$ cat src/rtl/pcie_irq_hub_pkg.sv
package pcie_irq_hub_pkg;

   // Error source bit positions (hardware decodes these)
   typedef enum int {
      ERRB_SYSTEM   = 0,
      ERRB_FATAL    = 1,
      ERRB_NONFATAL = 2,
      ERRB_CORR     = 3,
      ERRB_TAGLOOK  = 4,
      ERRB_ECRC     = 5
   } err_bit_e;

   // Vector to group / bit in the interleaved layout
   function automatic int vec_group(input int v, input int groups);
      return v % groups;
   endfunction

   function automatic int vec_slot(input int v, input int groups);
      return v / groups;
   endfunction

endpackage

$ cat src/rtl/hub_irq_cell.sv
module hub_irq_cell #(
   parameter int WIDTH = 4,
   parameter bit REARM = 1'b1
) (
   input  logic             clk,
   input  logic             rst_n,
   input  logic [WIDTH-1:0] src_pulse,
   input  logic [WIDTH-1:0] clr_w1c,
   input  logic [WIDTH-1:0] en_set,
   input  logic [WIDTH-1:0] en_clr,
   input  logic             eoi,
   output logic [WIDTH-1:0] status,
   output logic [WIDTH-1:0] enable,
   output logic             irq
);

   if (WIDTH < 1 || WIDTH > 32) begin : g_bad_width
      $error("hub_irq_cell: WIDTH must lie in 1..32");
   end

   logic armed;

   always_ff @(posedge clk or negedge rst_n) begin
      if (!rst_n) begin
         status <= '0;
         enable <= '0;
      end else begin
         status <= (status & ~clr_w1c) | src_pulse;
         enable <= (enable & ~en_clr) | en_set;
      end
   end

   if (REARM) begin : g_rearm
      always_ff @(posedge clk or negedge rst_n) begin
         if (!rst_n)     armed <= 1'b1;
         else if (eoi)   armed <= 1'b0;
         else            armed <= 1'b1;
      end

      // output is low in the cycle after an end-of-interrupt
      assert_eoi_gap_R5: assert property (@(posedge clk) disable iff (!rst_n)
         eoi |=> !irq);
   end else begin : g_level
      assign armed = 1'b1;
   end

   assign irq = armed & (|(status & enable));

   // a status bit only rises after a source pulse
   assert_no_spurious_set_R1: assert property (@(posedge clk) disable iff (!rst_n)
      1'b1 |=> ((status & ~$past(status) & ~$past(src_pulse)) == '0));

   // a write-one clear without a pulse leaves the bit cleared
   assert_w1c_clears_R2: assert property (@(posedge clk) disable iff (!rst_n)
      ((clr_w1c & ~src_pulse) != '0) |=> ((status & $past(clr_w1c & ~src_pulse)) == '0));

   // the set wins against a same-cycle clear
   assert_set_wins_R10: assert property (@(posedge clk) disable iff (!rst_n)
      ((clr_w1c & src_pulse) != '0) |=>
         ((status & $past(clr_w1c & src_pulse)) == $past(clr_w1c & src_pulse)));

   // enable-clear with no matching set drops the enable bit
   assert_en_clear_R3: assert property (@(posedge clk) disable iff (!rst_n)
      ((en_clr & ~en_set) != '0) |=> ((enable & $past(en_clr & ~en_set)) == '0));

endmodule

$ cat src/rtl/pcie_irq_hub.sv
module pcie_irq_hub #(
   parameter int ADDR_W       = 12,
   parameter int DATA_W       = 32,
   parameter int MSI_VECS     = 32,
   parameter int MSI_GROUPS   = 8,
   parameter int INTX_LINES   = 4,
   parameter int ERR_BITS     = 6,
   parameter int STRIDE       = 16,
   parameter int MSI_BASE     = 'h104,
   parameter int INTX_BASE    = 'h184,
   parameter int ERR_BASE     = 'h1C0,
   parameter int EOI_ADDR     = 'h050,
   parameter int MSI_EOI_BASE = 4,
   parameter logic [ERR_BITS-1:0] FATAL_MASK = 6'b01_0010
) (
   input  logic                  clk,
   input  logic                  rst_n,
   input  logic                  reg_we,
   input  logic [ADDR_W-1:0]     reg_addr,
   input  logic [DATA_W-1:0]     reg_wdata,
   output logic [DATA_W-1:0]     reg_rdata,
   input  logic [MSI_VECS-1:0]   msi_hit,
   input  logic [INTX_LINES-1:0] intx_hit,
   input  logic [ERR_BITS-1:0]   err_hit,
   output logic [MSI_GROUPS-1:0] msi_irq,
   output logic [INTX_LINES-1:0] intx_irq,
   output logic                  err_irq,
   output logic                  err_fatal_irq
);
   import pcie_irq_hub_pkg::*;

   localparam int MSI_BITS = MSI_VECS / MSI_GROUPS;

   if (MSI_VECS % MSI_GROUPS != 0) begin : g_bad_split
      $error("pcie_irq_hub: MSI_VECS must divide evenly into MSI_GROUPS");
   end
   if (ERR_BITS > DATA_W || MSI_BITS > DATA_W) begin : g_bad_data
      $error("pcie_irq_hub: register fields exceed DATA_W");
   end

   logic wr_eoi;
   assign wr_eoi = reg_we && (reg_addr == ADDR_W'(EOI_ADDR));

   function automatic logic hit_at(input logic [ADDR_W-1:0] a, input int off);
      return reg_we && (a == ADDR_W'(off));
   endfunction

   logic [MSI_BITS-1:0]   msi_stat [MSI_GROUPS];
   logic [MSI_BITS-1:0]   msi_en   [MSI_GROUPS];
   logic [INTX_LINES-1:0] intx_stat, intx_en;
   logic [ERR_BITS-1:0]   err_stat, err_en;

   for (genvar g = 0; g < MSI_GROUPS; g++) begin : g_msi
      localparam int A = MSI_BASE + g * STRIDE;
      logic [MSI_BITS-1:0] hits;
      for (genvar k = 0; k < MSI_BITS; k++) begin : g_slot
         assign hits[k] = msi_hit[g + MSI_GROUPS * k];
      end
      hub_irq_cell #(.WIDTH(MSI_BITS), .REARM(1'b1)) u_cell (
         .clk       (clk),
         .rst_n     (rst_n),
         .src_pulse (hits),
         .clr_w1c   (hit_at(reg_addr, A)     ? reg_wdata[MSI_BITS-1:0] : '0),
         .en_set    (hit_at(reg_addr, A + 4) ? reg_wdata[MSI_BITS-1:0] : '0),
         .en_clr    (hit_at(reg_addr, A + 8) ? reg_wdata[MSI_BITS-1:0] : '0),
         .eoi       (wr_eoi && (reg_wdata == DATA_W'(MSI_EOI_BASE + g))),
         .status    (msi_stat[g]),
         .enable    (msi_en[g]),
         .irq       (msi_irq[g])
      );
   end

   for (genvar i = 0; i < INTX_LINES; i++) begin : g_intx
      localparam int A = INTX_BASE + i * STRIDE;
      hub_irq_cell #(.WIDTH(1), .REARM(1'b1)) u_cell (
         .clk       (clk),
         .rst_n     (rst_n),
         .src_pulse (intx_hit[i]),
         .clr_w1c   (hit_at(reg_addr, A)     & reg_wdata[0]),
         .en_set    (hit_at(reg_addr, A + 4) & reg_wdata[0]),
         .en_clr    (hit_at(reg_addr, A + 8) & reg_wdata[0]),
         .eoi       (wr_eoi && (reg_wdata == DATA_W'(i))),
         .status    (intx_stat[i]),
         .enable    (intx_en[i]),
         .irq       (intx_irq[i])
      );
   end

   hub_irq_cell #(.WIDTH(ERR_BITS), .REARM(1'b0)) u_err (
      .clk       (clk),
      .rst_n     (rst_n),
      .src_pulse (err_hit),
      .clr_w1c   (hit_at(reg_addr, ERR_BASE + 4)  ? reg_wdata[ERR_BITS-1:0] : '0),
      .en_set    (hit_at(reg_addr, ERR_BASE + 8)  ? reg_wdata[ERR_BITS-1:0] : '0),
      .en_clr    (hit_at(reg_addr, ERR_BASE + 12) ? reg_wdata[ERR_BITS-1:0] : '0),
      .eoi       (1'b0),
      .status    (err_stat),
      .enable    (err_en),
      .irq       (err_irq)
   );

   assign err_fatal_irq = |(err_stat & err_en & FATAL_MASK);

   always_comb begin
      reg_rdata = '0;
      for (int g = 0; g < MSI_GROUPS; g++) begin
         if (reg_addr == ADDR_W'(MSI_BASE + g * STRIDE))
            reg_rdata = DATA_W'(msi_stat[g]);
         if (reg_addr == ADDR_W'(MSI_BASE + g * STRIDE + 4) ||
             reg_addr == ADDR_W'(MSI_BASE + g * STRIDE + 8))
            reg_rdata = DATA_W'(msi_en[g]);
      end
      for (int i = 0; i < INTX_LINES; i++) begin
         if (reg_addr == ADDR_W'(INTX_BASE + i * STRIDE))
            reg_rdata = DATA_W'(intx_stat[i]);
         if (reg_addr == ADDR_W'(INTX_BASE + i * STRIDE + 4) ||
             reg_addr == ADDR_W'(INTX_BASE + i * STRIDE + 8))
            reg_rdata = DATA_W'(intx_en[i]);
      end
      if (reg_addr == ADDR_W'(ERR_BASE))      reg_rdata = DATA_W'(err_stat);
      if (reg_addr == ADDR_W'(ERR_BASE + 4))  reg_rdata = DATA_W'(err_stat & err_en);
      if (reg_addr == ADDR_W'(ERR_BASE + 8) ||
          reg_addr == ADDR_W'(ERR_BASE + 12)) reg_rdata = DATA_W'(err_en);
   end

   // the fatal output implies the combined error output
   assert_fatal_in_any_R9: assert property (@(posedge clk) disable iff (!rst_n)
      err_fatal_irq |-> err_irq);

   // a write to the raw view never clears an error bit
   assert_raw_write_ignored_R8: assert property (@(posedge clk) disable iff (!rst_n)
      hit_at(reg_addr, ERR_BASE) |=> ((err_stat & $past(err_stat)) == $past(err_stat)));

   // with no enables there are no interrupt outputs
   assert_quiet_when_masked_R11: assert property (@(posedge clk) disable iff (!rst_n)
      (intx_en == '0) |-> (intx_irq == '0));

endmodule

$ cat config.mk
export PLATFORM = sky130hd
export DESIGN_NAME = pcie_irq_hub
export DESIGN_NICKNAME = d
export VERILOG_FILES = /design/src/rtl/pcie_irq_hub_pkg.sv /design/src/rtl/hub_irq_cell.sv /design/src/rtl/pcie_irq_hub.sv
export SDC_FILE = /design/constraint.sdc
export NUM_CORES = 1
export LEC_CHECK = 0
export ABC_AREA = 0
export BUFFER_PORTS_ARGS = -buffer_cell sky130_fd_sc_hd__buf_2
export CORE_MARGIN = 4
export CORE_UTILIZATION = 40
export CTS_CLUSTER_DIAMETER = 120
export DETAILED_ROUTE_END_ITERATION = 16
export GPL_ROUTABILITY_DRIVEN = 0
export PLACE_DENSITY = 0.71
export SLEW_MARGIN = 0
export SYNTH_ARGS = -nofsm -noshare
export SYNTH_HDL_FRONTEND = slang
export SYNTH_HIERARCHICAL = 1
export SYNTH_SLANG_ARGS = --single-unit
$ cat constraint.sdc
create_clock -name clk -period 2.2 [get_ports clk]
set_input_delay 0.11 -clock clk [delete_from_list [all_inputs] [get_ports clk]]
set_output_delay 0.11 -clock clk [all_outputs]
set_load 0.05 [all_outputs]
==> qor.csv, run 1 <==
metric,value,unit
drive_gt1_share,27.7,%
ant_nets,0,
critPathTopFamily,compound AO/OA/AOI/OAI gates,
netlist_instances,763,
min_period,2.58,ns
grt_start_max_net_pins,97,
root_buffer,clkbuf_16,
clkTransAtPathRegs,0.07,ns
syn_area,6270,sq um
dp.cells,1140,
end_kind,output port,
grt_pass1_vias,6327,
hold_class,in -> reg,
cp_max_fo,2,
post-route-util,55.1,%
grt_pass1_wl,33700,microns
cts_tree,yes,
start_util,41.1,%
firstDrtPassIters,6,
fillCellCount,1405,
timing.rr.end,g_intx[0].u_cell/status$_DFF_PN0_,
slew-limit-headroom,56.9,%
dieWidth,133,microns
synth.avg_cell_area,8.21,sq um
finalSetupViolCount,4,
nets,1075,
cts-htree-levels,3,
antenna_cells,0,
antenna_found_initial,0,
rows,45,
whs_path_depth,3,
drtIter0Drc,705,
r2r-start,g_intx[0].u_cell/status$_DFF_PN0_,
ys.warnings.count,6,
cp-start-kind,flip-flop,
power_density,464,nW/um^2
cpMaxStageDelayCell,mux4_2,
synthFlopType,dfrtp_1,
vdd_ir_drop_max,0.313,mV
worst_pin_slew,0.645,ns
syn2layout_area_growth,34.1,%
regArea,2420,sq um
leakage,3.76,nW
io_pins,135,
required,2.09,ns
path_class,reg -> out,
crit_buf_inv,1,
cap_violations,0,
cp_cell_sequence,"mux4_2, o21ai_2, nand3_2, and3_4, a2111oi_4, a2bb2oi_1, o211ai_1, buf_4",
rsz0062_at_grt,true,
routedWlPerCell,17.7,microns
status,"complete, but fails checks",
core_area,15300,sq um
synth_seq_cells,96,
synth_edf_count,0,
finalWirelength,21300,microns
r2r_slack,1.43,ns
dp_hpwl,16000,microns
r2r_cells,2,
clock-sinks,96,
post-route-period-util,117,%
grt.total_usage,24.1,%
violations,setup timing,
vias_per_cell,5.40,
cpPeakStageDelay,0.51,ns
cp_data_arrival_time,2.47,ns
instances_no_fill,1202,
layout_setup_ws,-0.378,ns
cts_inserted_buffers,9,
cts.path.max_buffers,2,
yosysSeqAreaShare,38.6,%
die_h,133,microns
worst_hold_startpoint,reg_wdata[4],
multi_input_area,3230,sq um
clock.fmax,0.388,GHz
path_depth,8,
vias,6492,
clk_latency,0.35,ns
synth_cell_type_count,77,
grt_remaining_overflow,0,
slew_violations,0,
holdPathEnd,u_err/enable[4]$_DFF_PN0_,
die-area,17700,sq um
drc,0,
finalHoldViolations,0,
async_reset_ff_share,100,%
portBuffers,108,
worst_clock_skew,0,ns
-- flip-flops by register name, summed over array words and instances (netlist names) --
signal,cells
g_intx.u_cell/armed,4
g_intx.u_cell/enable,4
g_intx.u_cell/status,4
g_msi.u_cell/armed,8
g_msi.u_cell/enable,32
g_msi.u_cell/status,32
u_err/enable,6
u_err/status,6
-- Yosys cell counts, drive strengths merged (12+ instances only) --
cell / count / area share, %
and3: 17 / 1.8
a22oi: 25 / 3.0
and2: 14 / 1.4
nor3: 21 / 1.8
nor2: 121 / 7.2
o21ai: 15 / 1.3
buf: 36 / 4.0
clkbuf: 30 / 1.8
nand3: 25 / 2.1
dfrtp: 84 / 34
inv: 106 / 6.3
dfstp: 12 / 5.0
a21o: 86 / 11
nand2: 34 / 2.0
-- through the flow --
stage                     instance area [sq um]  hold slack [ns]  setup slack (ns)  setup TNS, ns  total power [mW]
after floorplan                            6370           -0.186            -0.119         -0.119              2.09
after CTS                                  8360           0.0989            -0.343         -0.350              3.91
after global routing                       8400            0.123            -0.479         -0.714              4.05
final                                      8400            0.103            -0.378         -0.401              3.90
after global placement                     7570            0.208           -0.0949         -0.350              2.29
after detailed placement                   7570            0.211            -0.143         -0.469              2.29
-- power by group --
part           switching [mW]  internal, mW
clock network           0.683         0.877
registers             0.00369          1.77
logic                   0.354         0.208
-- cells in the final DEF (no fill, tap or decap), types with 4 or more instances in the layout --
cell type / count
a31oi_1: 4
buf_4: 103
buf_2: 99
and3_1: 16
dfrtp_1: 84
a21oi_1: 11
conb_1: 26
nor2_1: 120
and2_1: 14
a21boi_1: 8
a21o_2: 10
dlygate4sd3_1: 43
a21o_1: 76
nor3_1: 20
nand4_1: 7
nand3_1: 23
a22oi_1: 25
dfstp_2: 12
nor2b_1: 9
clkbuf_16: 9
nand2_1: 34
nor3b_1: 4
o21ai_1: 4
nor4_1: 9
or3_1: 8
inv_1: 106
o21ai_0: 10
buf_6: 7
o22ai_1: 6
-- timing repair --
| action | 4_1_cts | 5_1_grt |
|---|---|---|
| hold buffers | 43 | 0 |
| gates resized for setup | 19 | 7 |
| pin swaps | 7 | 3 |
| setup buffers | 1 | 2 |
| hold endpoints to repair | 126 | 0 |
| endpoints found under the setup margin | 4 | 5 |
-- area by class of cell --
class / instances / share of cell area [%]
Sequential cell: 96 / 28.8
Timing Repair Buffer: 253 / 21.4
Clock inverter: 6 / 0.730
Tap cell: 211 / 3.14
Multi-Input combinational cell: 520 / 38.5
Clock buffer: 10 / 2.73
Inverter: 106 / 4.74
-- worst max-delay path by stage --
stage                                            startpoint            to  slack, ns
after floorplan                                 reg_addr[5]  reg_rdata[0]      -0.12
after global placement                          reg_addr[9]  reg_rdata[2]      -0.09
after detailed placement                        reg_addr[5]  reg_rdata[3]      -0.14
after CTS                 g_intx[0].u_cell/status$_DFF_PN0_  reg_rdata[0]      -0.34
after global routing      g_intx[2].u_cell/status$_DFF_PN0_  reg_rdata[0]      -0.48
final                     g_intx[3].u_cell/status$_DFF_PN0_  reg_rdata[0]      -0.38
-- cell families after synthesis --
family,Yosys count,share of synthesized area [%]
other,1,0.0598
AO/OA/AOI/OAI,196,23.7
multiplexers,2,0.539
buffers and inverters,172,12.2
flip-flops,96,38.6
AND/OR/NAND/NOR,296,25.0
-- per-layer routing --
layer	wire length (microns)	track usage, %
met1	9210	33.1
met4	670	7.77
met5	0	0
met3	1750	5.78
met2	9630	37.5
-- tightest hold or removal path, stage by stage --
cell and delay (ns):
buf_2 0.10, and3_1 0.14, a21o_1 0.08
Power figures use the tool's default switching activity.
==> run 2, diff against run 1 <==
==> constraint.sdc (replaced) <==
create_clock -name clk -period 2.2 [get_ports clk]
set_input_delay 0.11 -clock clk [delete_from_list [all_inputs] [get_ports clk]]
set_output_delay 0.11 -clock clk [all_outputs]
set_load 0.02 [all_outputs]
==> run 2 against run 1 <==
  * The run still ends with setup timing left
  * First-iteration DRC count up 7.5%
  * Clock skew unchanged
  * Combinational power down 10%
==> qor.csv, run 2 (same netlist as run 1, synthesis figures left out) <==
metric,value,unit,change
status,"complete, but fails checks",,
violations,setup timing,,
cts_inserted_buffers,9,,unchanged
cp-startpoint,g_intx[3].u_cell/status$_DFF_PN0_,,
grt_pass1_vias,6358,,+0.49%
met3_length,1760,microns,+0.97%
rows,45,,unchanged
clkTransAtPathRegs,0.07,ns,about the same
end_kind,output port,,
cp_max_fo,2,,unchanged
cts-htree-levels,3,,unchanged
final_common_cell,nor2_1,,
hold_class,in -> reg,,
slew-limit-headroom,57.4,%,+0.49 points
clkPwrFrac,45.2,%,+5.1 points
finalHoldViolations,0,,unchanged
cp-start-kind,flip-flop,,
antenna_found_initial,0,,unchanged
portBuffers,108,,unchanged
leakage,3.83,nW,+1.9%
antenna_cells,0,,unchanged
r2r_slack,1.39,ns,-0.04 ns
drc,0,,unchanged
nets,1072,,-0.28%
layout_setup_ws,-0.454,ns,-0.0763 ns
instances_no_fill,1199,,-0.25%
cts.path.max_buffers,2,,unchanged
root_buffer,clkbuf_16,,
grt_remaining_overflow,0,,unchanged
finalSetupViolCount,1,,-3
cts_tree,yes,,
clk_latency,0.36,ns,about the same
power_density,482,nW/um^2,+3.9%
io_pins,135,,unchanged
ant_nets,0,,unchanged
p_int,3.13,mW,+9.6%
vdd_ir_drop_max,0.363,mV,+16%
start_util,41.1,%,unchanged
grt_start_max_net_pins,48,,-51%
dieWidth,133,microns,unchanged
vias,6485,,-0.11%
routed-wl-met2,9980,microns,+3.6%
vias_per_cell,5.41,,+0.14%
worst_clock_skew,0,ns,unchanged
wirelength_met1,9380,microns,+1.8%
post-route-period-util,121,%,+3.5 points
layout_common_cells,"nor2_1 (116), inv_1 (106), buf_2 (101)",,
timing.rr.end,g_intx[3].u_cell/status$_DFF_PN0_,,
rsz0062_at_grt,true,,
worst_pin_slew,0.638,ns,-0.00731 ns
whs,0.108,ns,+0.00448 ns
die-area,17700,sq um,unchanged
finalWirelength,21800,microns,+2.6%
crit_end,reg_rdata[0],,
path_class,reg -> out,,
min_period,2.65,ns,+0.0763 ns
firstDrtPassIters,5,,-1
p_seq_share,42.6,%,-2.9 points
cap_violations,0,,unchanged
top_layer,met4,,
slew_violations,0,,unchanged
clock.fmax,0.377,GHz,-2.9%
switchingPower,1.03,mW,-1.3%
p_comb_share,12.2,%,-2.2 points
drive_gt1_share,30.0,%,+2.2 points
syn2layout_area_growth,37.7,%,
post-route-util,56.5,%,+1.5 points
reg_top3,"g_msi.u_cell/enable (32), g_msi.u_cell/status (32), g_msi.u_cell/armed (8)",,
core_area,15300,sq um,unchanged
die_h,133,microns,unchanged
cp_data_arrival_time,2.54,ns,+0.07 ns
routedWlPerCell,18.2,microns,+2.8%
dp_hpwl,16400,microns,+2.2%
r2r-start,g_intx[3].u_cell/status$_DFF_PN0_,,
dp_slack,-0.0593,ns,+0.0840 ns
drtIter0Drc,758,,+7.5%
switching_share,24.7,%,-2.0 points
dp.cells,1135,,-0.44%
r2r_cells,2,,unchanged
grt.total_usage,24.3,%,+0.21 points
grt_pass1_wl,33500,microns,-0.41%
clock-sinks,96,,unchanged
required,2.09,ns,about the same
-- run 2: cell count changes in the layout (fill, tap and decap cells not counted), sizes merged --
cell	delta
buf	-4
bufinv	+2
clkinv	-3
clkinvlp	-1
inv	+2
or4b	+1
-- run 2: final cells by class --
class | count | area, sq um
Clock buffer | 10 | 239
Clock inverter | 6 | 113
Fill cell | 1397 | 6630
Inverter | 106 | 398
Multi-Input combinational cell | 521 | 3400
Sequential cell | 96 | 2420
Tap cell | 211 | 264
Timing Repair Buffer | 249 | 1800
-- run 2: through the flow --
step	setup TNS (ns)	area [sq um]	power, mW
finish	-0.454	8630	4.16
global route	-0.585	8630	4.29
global placement	-0.142	7550	2.22
CTS	-0.513	8360	4.16
floorplan	0	6360	2.02
detailed placement	-0.198	7550	2.22
-- run 2: critical path, stage by stage (launching register included) --
cell	delay (ns)
dfrtp_1	0.39
mux4_2	0.52
o21ai_2	0.16
nand3_2	0.10
and3_4	0.18
a2111oi_4	0.29
a21boi_2	0.21
o211ai_1	0.13
buf_2	0.21
-- run 2: worst min-delay path by stage --
stage,slack [ns],startpoint,end,depth (start not counted)
5_1_grt,0.12,reg_wdata[4],u_err/enable[4]$_DFF_PN0_,3
3_3_place_gp,0.17,rst_n,g_msi[2].u_cell/status[2]$_DFF_PN0_,1
4_1_cts,0.1,reg_wdata[4],u_err/enable[4]$_DFF_PN0_,3
6_report,0.11,reg_wdata[4],u_err/enable[4]$_DFF_PN0_,3
2_1_floorplan,-0.19,rst_n,g_intx[0].u_cell/enable$_DFF_PN0_,0
3_5_place_dp,0.17,rst_n,g_msi[2].u_cell/status[2]$_DFF_PN0_,1
-- run 2: layer usage --
metal / global-route usage [%] / up-vias
met5: 0 / -
met4: 9.83 / 0
met3: 4.95 / 47
met2: 38.0 / 330
met1: 33.0 / 3105
li1: - / 3003
-- run 2: power groups by stage --
stage | Combinational (mW) | Clock (mW) | Sequential, mW
after global placement | 0.417 | 0 | 1.81
after detailed placement | 0.419 | 0 | 1.81
after global routing | 0.545 | 1.97 | 1.77
after CTS | 0.484 | 1.90 | 1.77
after floorplan | 0.213 | 0 | 1.80
final | 0.506 | 1.88 | 1.77
-- run 2: timing repair --
| action | in CTS | in global routing |
|---|---|---|
| hold buffers | 43 | 0 |
| endpoints found under the hold margin | 79 | 0 |
| gates cloned | 0 | 1 |
| setup endpoints to repair | 4 | 4 |
| pin swaps | 0 | 15 |
| buffers inserted | 0 | 4 |
| gates resized for setup | 6 | 56 |
